==> config.mk <==
export PLATFORM = sky130hd
export DESIGN_NAME = rst_supervisor
export DESIGN_NICKNAME = d
export VERILOG_FILES = /design/src/rtl/rsv_pkg.sv /design/src/rtl/rsv_sync.sv /design/src/rtl/rsv_debounce.sv /design/src/rtl/rsv_core.sv /design/src/rtl/rst_supervisor.sv
export SDC_FILE = /design/constraint.sdc
export NUM_CORES = 1
export LEC_CHECK = 0
export ABC_AREA = 1
export BUFFER_PORTS_ARGS = -buffer_cell sky130_fd_sc_hd__buf_2
export CAP_MARGIN = 25
export CORE_UTILIZATION = 45
export DETAILED_ROUTE_END_ITERATION = 8
export SETUP_SLACK_MARGIN = 0.3
export SLEW_MARGIN = 20
export SYNTH_ARGS = -nofsm -noshare
export SYNTH_HDL_FRONTEND = slang
export SYNTH_SLANG_ARGS = --single-unit
export TNS_END_PERCENT = 10
==> constraint.sdc <==
create_clock -name clk -period 1.6 [get_ports clk]
set_input_delay 0.24 -clock clk [delete_from_list [all_inputs] [get_ports clk]]
set_output_delay 0.24 -clock clk [all_outputs]
set_load 0.02 [all_outputs]
==> src/rtl/rsv_pkg.sv <==
// Shared types for the reset supervisor.
// Assumes nothing beyond standard SystemVerilog.
package rsv_pkg;
    typedef enum logic [1:0] {
        ST_HOLD   = 2'd0,   // a reset cause is present
        ST_WAIT   = 2'd1,   // causes clear, timeout running
        ST_RUN    = 2'd2    // reset released
    } rsv_state_t;
endpackage

==> src/rtl/rsv_sync.sv <==
// Multi-stage synchronizer for one asynchronous level.
// Assumes STAGES >= 2; the chain resets to RST_VAL.
module rsv_sync #(
    parameter int   STAGES  = 2,
    parameter logic RST_VAL = 1'b1
) (
    input  logic clk,
    input  logic rst_n,
    input  logic d_async,
    output logic q_sync
);
    logic [STAGES-1:0] chain;

    // shift the asynchronous level through the flop chain
    always_ff @(posedge clk) begin
        if (!rst_n) chain <= {STAGES{RST_VAL}};
        else        chain <= {chain[STAGES-2:0], d_async};
    end

    assign q_sync = chain[STAGES-1];
endmodule

==> src/rtl/rsv_debounce.sv <==
// Debounce filter: the output takes a new level only after the synchronized
// input has differed from it on HOLD_TICKS consecutive sample ticks.
// Sample ticks come from a free-running divider of TICK_DIV cycles.
// Assumes a synchronized input; the output resets to the released level 1.
module rsv_debounce #(
    parameter int TICK_DIV   = 1000,
    parameter int HOLD_TICKS = 4
) (
    input  logic clk,
    input  logic rst_n,
    input  logic din,
    output logic dout
);
    localparam int DW = (TICK_DIV   > 1) ? $clog2(TICK_DIV)   : 1;
    localparam int HW = (HOLD_TICKS > 1) ? $clog2(HOLD_TICKS) : 1;

    logic [DW-1:0] div_cnt;
    logic [HW-1:0] agree_cnt;
    logic          tick;

    assign tick = (div_cnt == DW'(TICK_DIV - 1));

    // free-running sample tick divider
    always_ff @(posedge clk) begin
        if (!rst_n || tick) div_cnt <= '0;
        else                div_cnt <= div_cnt + 1'b1;
    end

    // count consecutive ticks on which the input differs from the output
    always_ff @(posedge clk) begin
        if (!rst_n) begin
            agree_cnt <= '0;
            dout      <= 1'b1;
        end else if (tick) begin
            if (din == dout) begin
                agree_cnt <= '0;
            end else if (agree_cnt == HW'(HOLD_TICKS - 1)) begin
                agree_cnt <= '0;
                dout      <= din;
            end else begin
                agree_cnt <= agree_cnt + 1'b1;
            end
        end
    end
endmodule

==> src/rtl/rsv_core.sv <==
// Reset state machine with timeout counter and pin blanking.
// Any cause moves to HOLD; once all causes clear, reset is held for
// TIMEOUT_CYC+1 edges, and a cause during the wait restarts it.
// The pin sense counts as a cause only after reset has been released for
// BLANK_CYC cycles, so the block's own pull-down cannot retrigger it.
// Assumes all inputs are synchronous to clk.
module rsv_core
    import rsv_pkg::*;
#(
    parameter int TIMEOUT_CYC = 20_000_000,
    parameter int BLANK_CYC   = 3
) (
    input  logic clk,
    input  logic rst_n,
    input  logic supply_ok,
    input  logic mr_ok,
    input  logic pin_low,
    output logic rst_active
);
    localparam int TW = $clog2(TIMEOUT_CYC + 1);
    localparam int BW = $clog2(BLANK_CYC + 1);

    rsv_state_t    state;
    logic [TW-1:0] tmo_cnt;
    logic [BW-1:0] run_age;
    logic          pin_trig;
    logic          cause;

    assign pin_trig = pin_low && (state == ST_RUN) && (run_age == BW'(BLANK_CYC));
    assign cause    = !supply_ok || !mr_ok || pin_trig;

    // state transitions and timeout count
    always_ff @(posedge clk) begin
        if (!rst_n) begin
            state   <= ST_HOLD;
            tmo_cnt <= '0;
        end else begin
            case (state)
                ST_HOLD: begin
                    tmo_cnt <= '0;
                    if (!cause) state <= ST_WAIT;
                end
                ST_WAIT: begin
                    if (cause) begin
                        state   <= ST_HOLD;
                        tmo_cnt <= '0;
                    end else if (tmo_cnt == TW'(TIMEOUT_CYC - 1)) begin
                        state   <= ST_RUN;
                        tmo_cnt <= '0;
                    end else begin
                        tmo_cnt <= tmo_cnt + 1'b1;
                    end
                end
                ST_RUN: begin
                    if (cause) state <= ST_HOLD;
                end
                default: state <= ST_HOLD;
            endcase
        end
    end

    // age of the released state, saturating at the blanking length
    always_ff @(posedge clk) begin
        if (!rst_n || state != ST_RUN) run_age <= '0;
        else if (run_age != BW'(BLANK_CYC)) run_age <= run_age + 1'b1;
    end

    assign rst_active = (state != ST_RUN);
endmodule

==> src/rtl/rst_supervisor.sv <==
// Top of the supply supervisor reset controller.
// Synchronizes the button and pin sense, debounces the button, runs the
// reset state machine and registers the memory write-inhibit flag.
// Assumes supply_ok is already synchronous to clk.
module rst_supervisor #(
    parameter int TIMEOUT_CYC = 20_000_000,
    parameter int DEB_DIV     = 10_000,
    parameter int DEB_TICKS   = 4,
    parameter int SYNC_STAGES = 2
) (
    input  logic clk,
    input  logic rst_n,
    input  logic supply_ok,
    input  logic man_rst_n,
    input  logic rst_pin_sense_n,
    output logic rst_out,
    output logic rst_out_n,
    output logic wr_inhibit
);
    logic mr_sync;
    logic mr_clean;
    logic pin_sync;
    logic rst_active;

    rsv_sync #(.STAGES(SYNC_STAGES), .RST_VAL(1'b1)) i_mr_sync (
        .clk(clk), .rst_n(rst_n), .d_async(man_rst_n), .q_sync(mr_sync)
    );

    rsv_sync #(.STAGES(SYNC_STAGES), .RST_VAL(1'b0)) i_pin_sync (
        .clk(clk), .rst_n(rst_n), .d_async(rst_pin_sense_n), .q_sync(pin_sync)
    );

    rsv_debounce #(.TICK_DIV(DEB_DIV), .HOLD_TICKS(DEB_TICKS)) i_mr_deb (
        .clk(clk), .rst_n(rst_n), .din(mr_sync), .dout(mr_clean)
    );

    rsv_core #(.TIMEOUT_CYC(TIMEOUT_CYC), .BLANK_CYC(SYNC_STAGES + 1)) i_core (
        .clk(clk), .rst_n(rst_n), .supply_ok(supply_ok), .mr_ok(mr_clean),
        .pin_low(!pin_sync), .rst_active(rst_active)
    );

    // write-inhibit follows the supply, asserted from power-on
    always_ff @(posedge clk) begin
        if (!rst_n) wr_inhibit <= 1'b1;
        else        wr_inhibit <= !supply_ok;
    end

    assign rst_out   = rst_active;
    assign rst_out_n = !rst_active;
endmodule

; ---- Yosys cells after proc, flatten, opt, wreduce, memory -nomap -nowiden
; Cells that the tools add are included.
[word_totals]
word_cells = 51
regBits = 51
[op_classes]
reduce_logical = 15
eq_ne = 12
add_sub_neg = 4
muxes = 10
n_bitwise = 1
[ops]
columns = operator, count
row1 = 2-to-1 mux 25 bit, 2
row2 = case mux 25 bit (2 select lines), 1
row3 = adder 25 x 1 -> 25 bit (second input constant), 1
row4 = == test 25 bit (second input constant), 1
row5 = adder 14 x 1 -> 14 bit (second input constant), 1
row6 = == test 14 bit (second input constant), 1
row7 = 2-to-1 mux 2 bit, 6
row8 = == test 2 bit (second input constant), 3
row9 = != test 2 bit (second input constant), 3
row10 = case mux 2 bit (3 select lines), 1
row11 = AND reduction 3 bit, 2
row12 = zero test 1 bit, 5
row13 = adder 2 x 1 -> 2 bit (second input constant), 2
row14 = logical OR 1 bit, 4
row15 = != test 3 x 1 -> 1 bit (second input constant), 1
row16 = == test 2 x 1 -> 1 bit (second input constant), 1
row17 = logical AND 1 bit, 2
row18 = zero test 2 bit, 1
row19 = != test 2 x 1 -> 1 bit (second input constant), 1
row20 = nonzero test 2 bit, 1
row21 = == test 1 bit, 1
row22 = inverter 1 bit, 1

; ---- Logic depth before layout (Yosys ltp)
; Gate-level depths: netlist of the first run.
[depth]
word_depth = 6
ltp_mapped = 11

; ---- Cells and area by module
; Synthesis of the first run repeated with hierarchy kept, for this count alone.
[unflattened]
hier_cells = 377
hier_area_um2 = 2750.1
[by_module_without_submodules]
columns = mod, cells_per_inst, area_per_inst_um2, n_inst
row1 = rsv_core, 247, 1724.2, 1
row2 = rsv_debounce, 114, 884.6, 1
row3 = rsv_sync, 6, 55.1, 2
row4 = rst_supervisor, 4, 31.3, 1

; ---- Worst setup path after synthesis of the first run
; No wires, ideal clock.
[synth_timing]
path_type = reg-to-reg
from = reg i_core.state[1]
to = reg i_core.tmo_cnt[9]
slack_ns = 0.076
arrival_ns = 1.393
path_buffers = 0
period_less_slack_ns = 1.524
stages_incl_launch_ff = 8
required_ns = 1.468
setup_ns = 0.132
path_cell_list = dfxtp_1 inv_1 nor2_1 inv_1 nor2_1 a21oi_1 nand4_1 a21oi_1
[synth_between]
elab_chain_len = 6
[synth_lines]
columns = item, line_no
row1 = from (decl), rsv_core.sv:23  ; rsv_state_t state;
row2 = from (signal assigned), rsv_core.sv:35  ; state <= ST_HOLD;
row3 = from (signal assigned), rsv_core.sv:41  ; if (!cause) state <= ST_WAIT;
row4 = from (signal assigned), rsv_core.sv:45  ; state <= ST_HOLD;
row5 = == test 2 bit, rsv_core.sv:29  ; assign pin_trig = pin_low && (state == ST_RUN) && (run_age == BW'(BLANK_CYC));
row6 = logical AND 1 bit (2 in a row), rsv_core.sv:29
row7 = logical OR 1 bit, rsv_core.sv:30  ; assign cause = !supply_ok || !mr_ok || pin_trig;
row8 = 2-to-1 mux 25 bit, rsv_core.sv:44  ; if (cause) begin
row9 = case mux 25 bit (2 select lines), rsv_core.sv:38  ; case (state)
row10 = to (signal assigned), rsv_core.sv:51  ; tmo_cnt <= tmo_cnt + 1'b1;
row11 = to (decl), rsv_core.sv:24  ; logic [TW-1:0] tmo_cnt;
; Parallel ways exist; a longest one is shown, timed or not.
; A chain may end at the register's enable or synchronous reset.

; ---- Worst setup path in the final report of the first run
[layout_timing]
from = reg i_core.tmo_cnt[0]
to = reg i_core.tmo_cnt[2]
[layout_between]
elab_chain_len = 4
[layout_lines]
columns = item, line_no
row1 = adder 25 x 1 -> 25 bit or == test 25 bit (tied branches), "rsv_core.sv:51, rsv_core.sv:47"
row2 = 2-to-1 mux 25 bit *, rsv_core.sv:47  ; end else if (tmo_cnt == TW'(TIMEOUT_CYC - 1)) begin
row3 = 2-to-1 mux 25 bit *, rsv_core.sv:44
row4 = case mux 25 bit (2 select lines) *, rsv_core.sv:38
; Mark *: on every way between the ends. The rest lies on a longest branch, timed or not.

==> impl_metrics.ini, run 1 <==
[outcome]
status = complete, no violations

[floorplanning]
die_h_um = 76.55
io_pins = 8
dieArea_um2 = 5860
core.rowCount = 26
fp.dieW_um = 76.55
core_um2 = 5238
start_util_pct = 47.75

[yosys]
ys_ff_latch = 51
synth_cell_types = 34
synthesis.nets = 366
avgSynthCellArea_um2 = 7.006
syn_inst = 357
netlist_area_um2 = 2501
yosysWarnings = 0
seq_area_frac_synth_pct = 40.82

[routing]
ant_nets = 0
wl_met2_mm = 2.372
wl_met3_um = 178
drt-met1-wl_mm = 2.732
drc = 0
drtPass1Iterations = 4
via_per_inst = 4.793
wl_mm = 5.372
routed.top_layer = met4
dr_total_vias = 2195
drt_iter0_drc = 126
wl_per_cell_um = 11.73

[cells_and_area]
nets = 396
final_common_cell = nand2_1
final_cell_mix = nand2_1 (76), nor2_1 (53), inv_1 (39)
n_antenna_cell = 0
finish.utilization_pct = 58.62
syn_to_final_growth_pct = 22.76
drive_gt1_share_pct = 25.26

[power_and_ir_drop]
swShare_pct = 23.73
p_leak_uw = 0.001175
cellInternalPower_uw = 1619
power.density_nw_per_um2 = 691.5
ir_drop_v = 0.0003695
seq_power_share_pct = 60.8
power_frac_comb_pct = 3.9
switchingPower_uw = 503.8
power_frac_clock_pct = 35.4

[timing]
setup_viol = 0
worst_slew_pin_slew_ps = 433.7
period_share_pct = 96.86
rsz0062_at_grt = true
slew_viol_final = 0
hold_ws_ps = 103.5
hold_viol = 0
final.setup_skew_ps = 10.46
slew-limit-headroom_pct = 70.82
tns_ps = 0
fmax_mhz = 645.2
fin_crit_ps = 1550

[worst_setup_path]
rr_worst_depth = 9
rrSetupSlack_ps = 50
startpoint_type = flip-flop
worstPathArrival_ps = 1760
crit_type = flip-flop to flip-flop
crit_fanout = 11
cp.required_ps = 1810
setup.worst_path.end_class = flip-flop
r2r_end = i_core.tmo_cnt[2]
reg2reg_from = i_core.tmo_cnt[0]

[global_routing]
grt_pass1_vias = 2096
gr-total-overflow = 0
grt_max_degree = 23
grt_pass1_wl_mm = 9.252
grt.total_usage_pct = 19.62
antenna_found_initial = 0

[worst_hold_path]
hold_end = i_pin_sync.chain[0]
hold_path_class = input pin to flip-flop
hold_start = rst_pin_sense_n
holdPathStages = 3

[clocking]
cts_sinks = 51
numCtsBuffers = 5
clk_pin_slew_worst_paths_ps = 100
cts_tree = built
postCtsHoldBufs = 0
clockRootBuffer = clkbuf_8
cts_buffer_depth = 2
clock_latency_ps = 310
htree_levels = 2

[placed_design]
hpwl_mm = 3.704
gp_routability_congestion = 0.8581
portBuffers = 7

[run]
drv_cap = 0
critical path, cell delays in order (launching register included):
cell and delay, ps:
dfxtp_4 390, ha_4 140, nand3_1 80, nor2_2 120, nand2_1 70, nor2_2 140
nor2_2 70, o21ai_4 190, clkbuf_16 210, nor2_1 40
per-layer routing:
metal  GRT usage (%)  vias up
li1                -     1182
met3           4.072        8
met2           30.54       32
met5               0        -
met1           26.71      973
met4           7.115        0
worst max-delay path by stage:
| stage | start | to | slack (ps) | depth (start not counted) |
|---|---|---|---|---|
| 4_1_cts | i_core.tmo_cnt[1] | i_core.tmo_cnt[13] | 80 | 9 |
| 6_report | i_core.tmo_cnt[0] | i_core.tmo_cnt[2] | 50 | 9 |
| 3_3_place_gp | i_core.tmo_cnt[2] | i_core.tmo_cnt[13] | 100 | 7 |
| 5_1_grt | i_core.tmo_cnt[0] | i_core.tmo_cnt[22] | -40 | 11 |
| 3_5_place_dp | i_core.tmo_cnt[2] | i_core.tmo_cnt[13] | 70 | 7 |
| 2_1_floorplan | i_core.tmo_cnt[1] | i_core.tmo_cnt[4] | 220 | 9 |
cells by family after synthesis:
logic type	after synthesis	synth area share [%]
xor gates and xnor gates	18	6.303
DFF	51	40.82
adders and majority gates	4	2.001
and+or+nand+nor	204	35.97
AOI/OAI and AO/OA	27	6.553
buffers and inverters	53	8.354
final cells by class:
type                            count  area, um^2
Fill cell                         476        2167
Multi-Input combinational cell    253        1414
Sequential cell                    51        1054
Timing Repair Buffer               29       247.7
Inverter                           47       178.9
Tap cell                           70       87.58
Clock buffer                        5       68.82
Clock inverter                      3       20.02
through the flow:
stage                     power [uW]  instance area (um^2)  worst slack (ps)  std cells
final                           2123                  3070             50.18        458
after global routing            2212                  3070            -41.92        458
after CTS                       2134                  2894             84.99        455
after detailed placement        1390                  2734             68.90        442
after global placement          1388                  2734             99.83        442
after floorplan                 1366                  2534             224.2        357
repair_timing:
item	CTS	global route
cloned	0	1
setup buffers	5	2
pin swaps	2	15
resized for setup	14	45
endpoints found under the setup margin	46	46
state kept, by name, indices dropped and copies added, names as in the netlist:
signal              cells
i_core.run_age          2
i_core.state            2
i_core.tmo_cnt         25
i_mr_deb.agree_cnt      2
i_mr_deb.div_cnt       14
i_mr_deb.dout           1
i_mr_sync.chain         2
i_pin_sync.chain        2
wr_inhibit              1
Yosys cell counts:
cell	count	area [um^2]
inv_1	43	161.4
clkbuf_1	2	7.510
nand4_1	13	81.33
o21bai_1	1	7.510
o21ai_1	3	15.01
buf_2	2	10.01
o21ai_0	3	15.01
nor3_2	1	10.01
ha_1	4	50.05
nor2_1	61	229.0
or2_0	1	6.260
a21o_1	1	7.510
a21oi_1	13	65.06
o21ai_4	1	16.27
dfxtp_1	51	1021
o211ai_1	1	7.510
or2_1	1	6.260
inv_2	4	15.01
xnor2_1	4	35.03
nor4_1	1	6.260
nor3_1	6	30.03
nor2_2	6	37.54
buf_4	2	15.01
or2_2	1	6.260
a31oi_1	1	6.260
nand2_1	85	319.1
nand3b_1	1	7.510
a211oi_1	2	15.01
nor3b_1	1	7.510
xor2_1	14	122.6
nand3_1	20	100.1
nor2_4	3	33.78
nand2_2	3	18.77
o32ai_1	1	8.760
power by group through the flow:
stage / clock network, uW / registers, uW / logic (uW)
finish: 751 / 1290 / 81.8
global route: 826 / 1290 / 91.5
CTS: 771 / 1290 / 71.1
detailed placement: 0 / 1320 / 68.3
global placement: 0 / 1320 / 66.5
floorplan: 0 / 1320 / 44.7
No activity file was read; power rests on OpenSTA's default activity.
==> run 2, diff against run 1 <==
--- a/config.mk
+++ b/config.mk
@@ -14,5 +14,6 @@
 export SLEW_MARGIN = 20
 export SYNTH_ARGS = -nofsm -noshare
 export SYNTH_HDL_FRONTEND = slang
+export SYNTH_HIERARCHICAL = 1
 export SYNTH_SLANG_ARGS = --single-unit
 export TNS_END_PERCENT = 10
==> run 2 against run 1 <==
  * Power rose by 2.8%
  * Synthesized cell count increased by 5.6%
  * Global-route usage grew 1.6 points
  * First-iteration DRC count fell by 35%
  * Die area rose by 9.7%
  * Largest power group unchanged
  * Highest routed layer unchanged
==> impl_metrics.ini, run 2 <==
[timing]
rsz0062_at_grt = true
setup_viol = 0
hold_ws_ps = 103.1
worst_slew_pin_slew_ps = 434.8
fmax_mhz = 718.0
slew_viol_final = 0
fin_crit_ps = 1393
period_share_pct = 87.04
tns_ps = 0
final.setup_skew_ps = 10.28
slew-limit-headroom_pct = 70.98
timing.final.ws_setup_ps = 207.3
hold_viol = 0

[power_and_ir_drop]
power_frac_comb_pct = 4.6
switchingPower_uw = 517.8
power.total_uw = 2182
ir_drop_v = 0.0005080
cellInternalPower_uw = 1665
swShare_pct = 23.73
p_leak_uw = 0.001236
power_frac_clock_pct = 36.4
power.density_nw_per_um2 = 659.7
seq_power_share_pct = 59.0

[cells_and_area]
multi_input_area_um2 = 1643
top_regs = i_core/tmo_cnt x25, i_mr_deb/div_cnt x14
final_common_cell = nand2_1
nFillCells = 571
largest-register = i_core/tmo_cnt
drive_gt1_share_pct = 29.16
nets = 423
final_cell_mix = nand2_1 (79), dfxtp_1 (39), inv_1 (38)
syn_to_final_growth_pct = 20.29
register_area_um2 = 1046
largest_register_ffs = 25
n_antenna_cell = 0

[routing]
wl_per_cell_um = 12.26
drt_iter0_drc = 82
via_per_inst = 5.031
drc = 0
drtPass1Iterations = 4
wl_mm = 6.006
dr_total_vias = 2465
ant_nets = 0

[global_routing]
gr-total-overflow = 0
busiest_layer = met2
grt_pass1_vias = 2334
grt_util_met2_pct = 34.87
grt_pass1_wl_mm = 10.64
use_met1_pct = 28.73
grt_max_degree = 18
antenna_found_initial = 0
grt.total_usage_pct = 21.27
met3_usage_pct = 3.750

[worst_setup_path]
cp_cell_sequence = ha_4 > nand2_4 > nor2_4 > nand2_4 > nor2_4 > nand2_4 > nand2_4 > nand2_8 > nand2_8 > nor2_1
slowest_delay_ps = 380
startpoint_type = flip-flop
rr_worst_depth = 10
r2r_end = i_core/tmo_cnt[14]
reg2reg_from = i_core/tmo_cnt[0]
crit_fanout = 6
cpMostUsedCell = nand2_4
cp_slowest_cell = dfxtp_4
worstPathArrival_ps = 1590
cp.required_ps = 1800
crit_type = flip-flop to flip-flop
setup.worst_path.end_class = flip-flop
rrSetupSlack_ps = 210

[placed_design]
hpwl_mm = 4.148
place_ws_ps = 81.24
gp_routability_congestion = 0.8043
portBuffers = 7

[yosys]
synthArstFlopShare_pct = 0
avgSynthCellArea_um2 = 7.295
synthFlopType = dfxtp_1
ys_ff_latch = 51
synthesis.nets = 386
yosysTopAreaCellShare_pct = 37.12
synthTopCellsByArea = dfxtp_1 (37%), nand2_1 (11%), nand3_1 (6.0%)
synth_commonest_cells = nand2_1 (81), dfxtp_1 (51), nor2_1 (42)
seq_area_frac_synth_pct = 37.12
yosysWarnings = 6
synth_most_common_cell = nand2_1
synth_top_cell_by_area = dfxtp_1
netlist_area_um2 = 2750
synth_cell_types = 36
syn_inst = 377
synth_edf_count = 0

[floorplanning]
core.rowCount = 28
dieArea_um2 = 6428
fp.dieW_um = 80.18
io_pins = 8
die_h_um = 80.18
core_um2 = 5921
start_util_pct = 46.45

[clocking]
cts_buffer_depth = 2
cts_tree = built
clk_pin_slew_worst_paths_ps = 100
postCtsHoldBufs = 0
numCtsBuffers = 5
cts_sinks = 51
clockRootBuffer = clkbuf_8
htree_levels = 2
clock_latency_ps = 310

[worst_hold_path]
hold_path_class = input pin to flip-flop
hold_start = man_rst_n
holdPathStages = 3
hold_end = i_mr_sync/chain[0]

[outcome]
status = complete, no violations

[run]
drv_cap = 0
run 2: repair_timing:
action,4_1_cts,5_1_grt
resized for setup,40,5
gates cloned,2,0
buffers inserted,13,1
endpoints found under the setup margin,44,46
pin swaps,13,3
run 2: metal layers:
layer | wire length [um] | up-vias
met3 | 183 | 7
met4 | 62 | 0
met5 | 0 | -
met1 | 3039 | 1134
li1 | - | 1288
met2 | 2719 | 36
run 2: area by class of cell:
cell class,instances,area share [%]
Inverter,45,5.446
Sequential cell,51,31.62
Multi-Input combinational cell,278,49.66
Clock buffer,6,2.496
Tap cell,75,2.837
Clock inverter,2,0.4917
Timing Repair Buffer,33,7.451
run 2: kinds of logic (layout without fill, tap and decap cells):
family          Yosys count  after routing  share of synthesized area (%)
simple gates            225            227                          40.58
flops                    51             51                          37.12
buf+inv                  50             86                          8.689
compound gates           32             32                          7.006
xor+xnor                 15             15                          4.777
fa+ha+maj                 4              4                          1.820
run 2: per-stage QoR:
| stage | instance area, um^2 | util [%] | instances |
|---|---|---|---|
| 2_1_floorplan | 2770 | - | 377 |
| 3_3_place_gp | 2928 | 49.45 | 466 |
| 3_5_place_dp | 2928 | 49.45 | 466 |
| 4_1_cts | 3291 | 55.58 | 489 |
| 5_1_grt | 3308 | 55.87 | 490 |
| 6_report | 3308 | 55.87 | 490 |
run 2: worst max-delay path by stage:
stage | startpoint | end | slack (ps) | cells past startpoint
2_1_floorplan | i_core/tmo_cnt[1] | i_core/tmo_cnt[19] | 160 | 11
3_3_place_gp | i_core/tmo_cnt[2] | i_core/tmo_cnt[13] | 110 | 6
3_5_place_dp | i_core/tmo_cnt[1] | i_core/tmo_cnt[16] | 80 | 10
4_1_cts | i_core/tmo_cnt[1] | i_core/tmo_cnt[14] | 220 | 10
5_1_grt | i_core/tmo_cnt[0] | i_core/tmo_cnt[14] | 120 | 10
6_report | i_core/tmo_cnt[0] | i_core/tmo_cnt[14] | 210 | 10
run 2: worst max-delay path, delay by kind of cell, from the launching register on:
family	cells	cell delay, ps
flops	1	380
fa+ha+maj	1	170
simple gates	9	730
run 2: power by group through the flow:
stage / sequential, uW / combinational [uW] / clock (uW)
floorplan: 1320 / 60.3 / 0
global placement: 1320 / 81.7 / 0
detailed placement: 1320 / 82.9 / 0
CTS: 1290 / 102 / 822
global route: 1290 / 110 / 875
finish: 1290 / 100 / 795
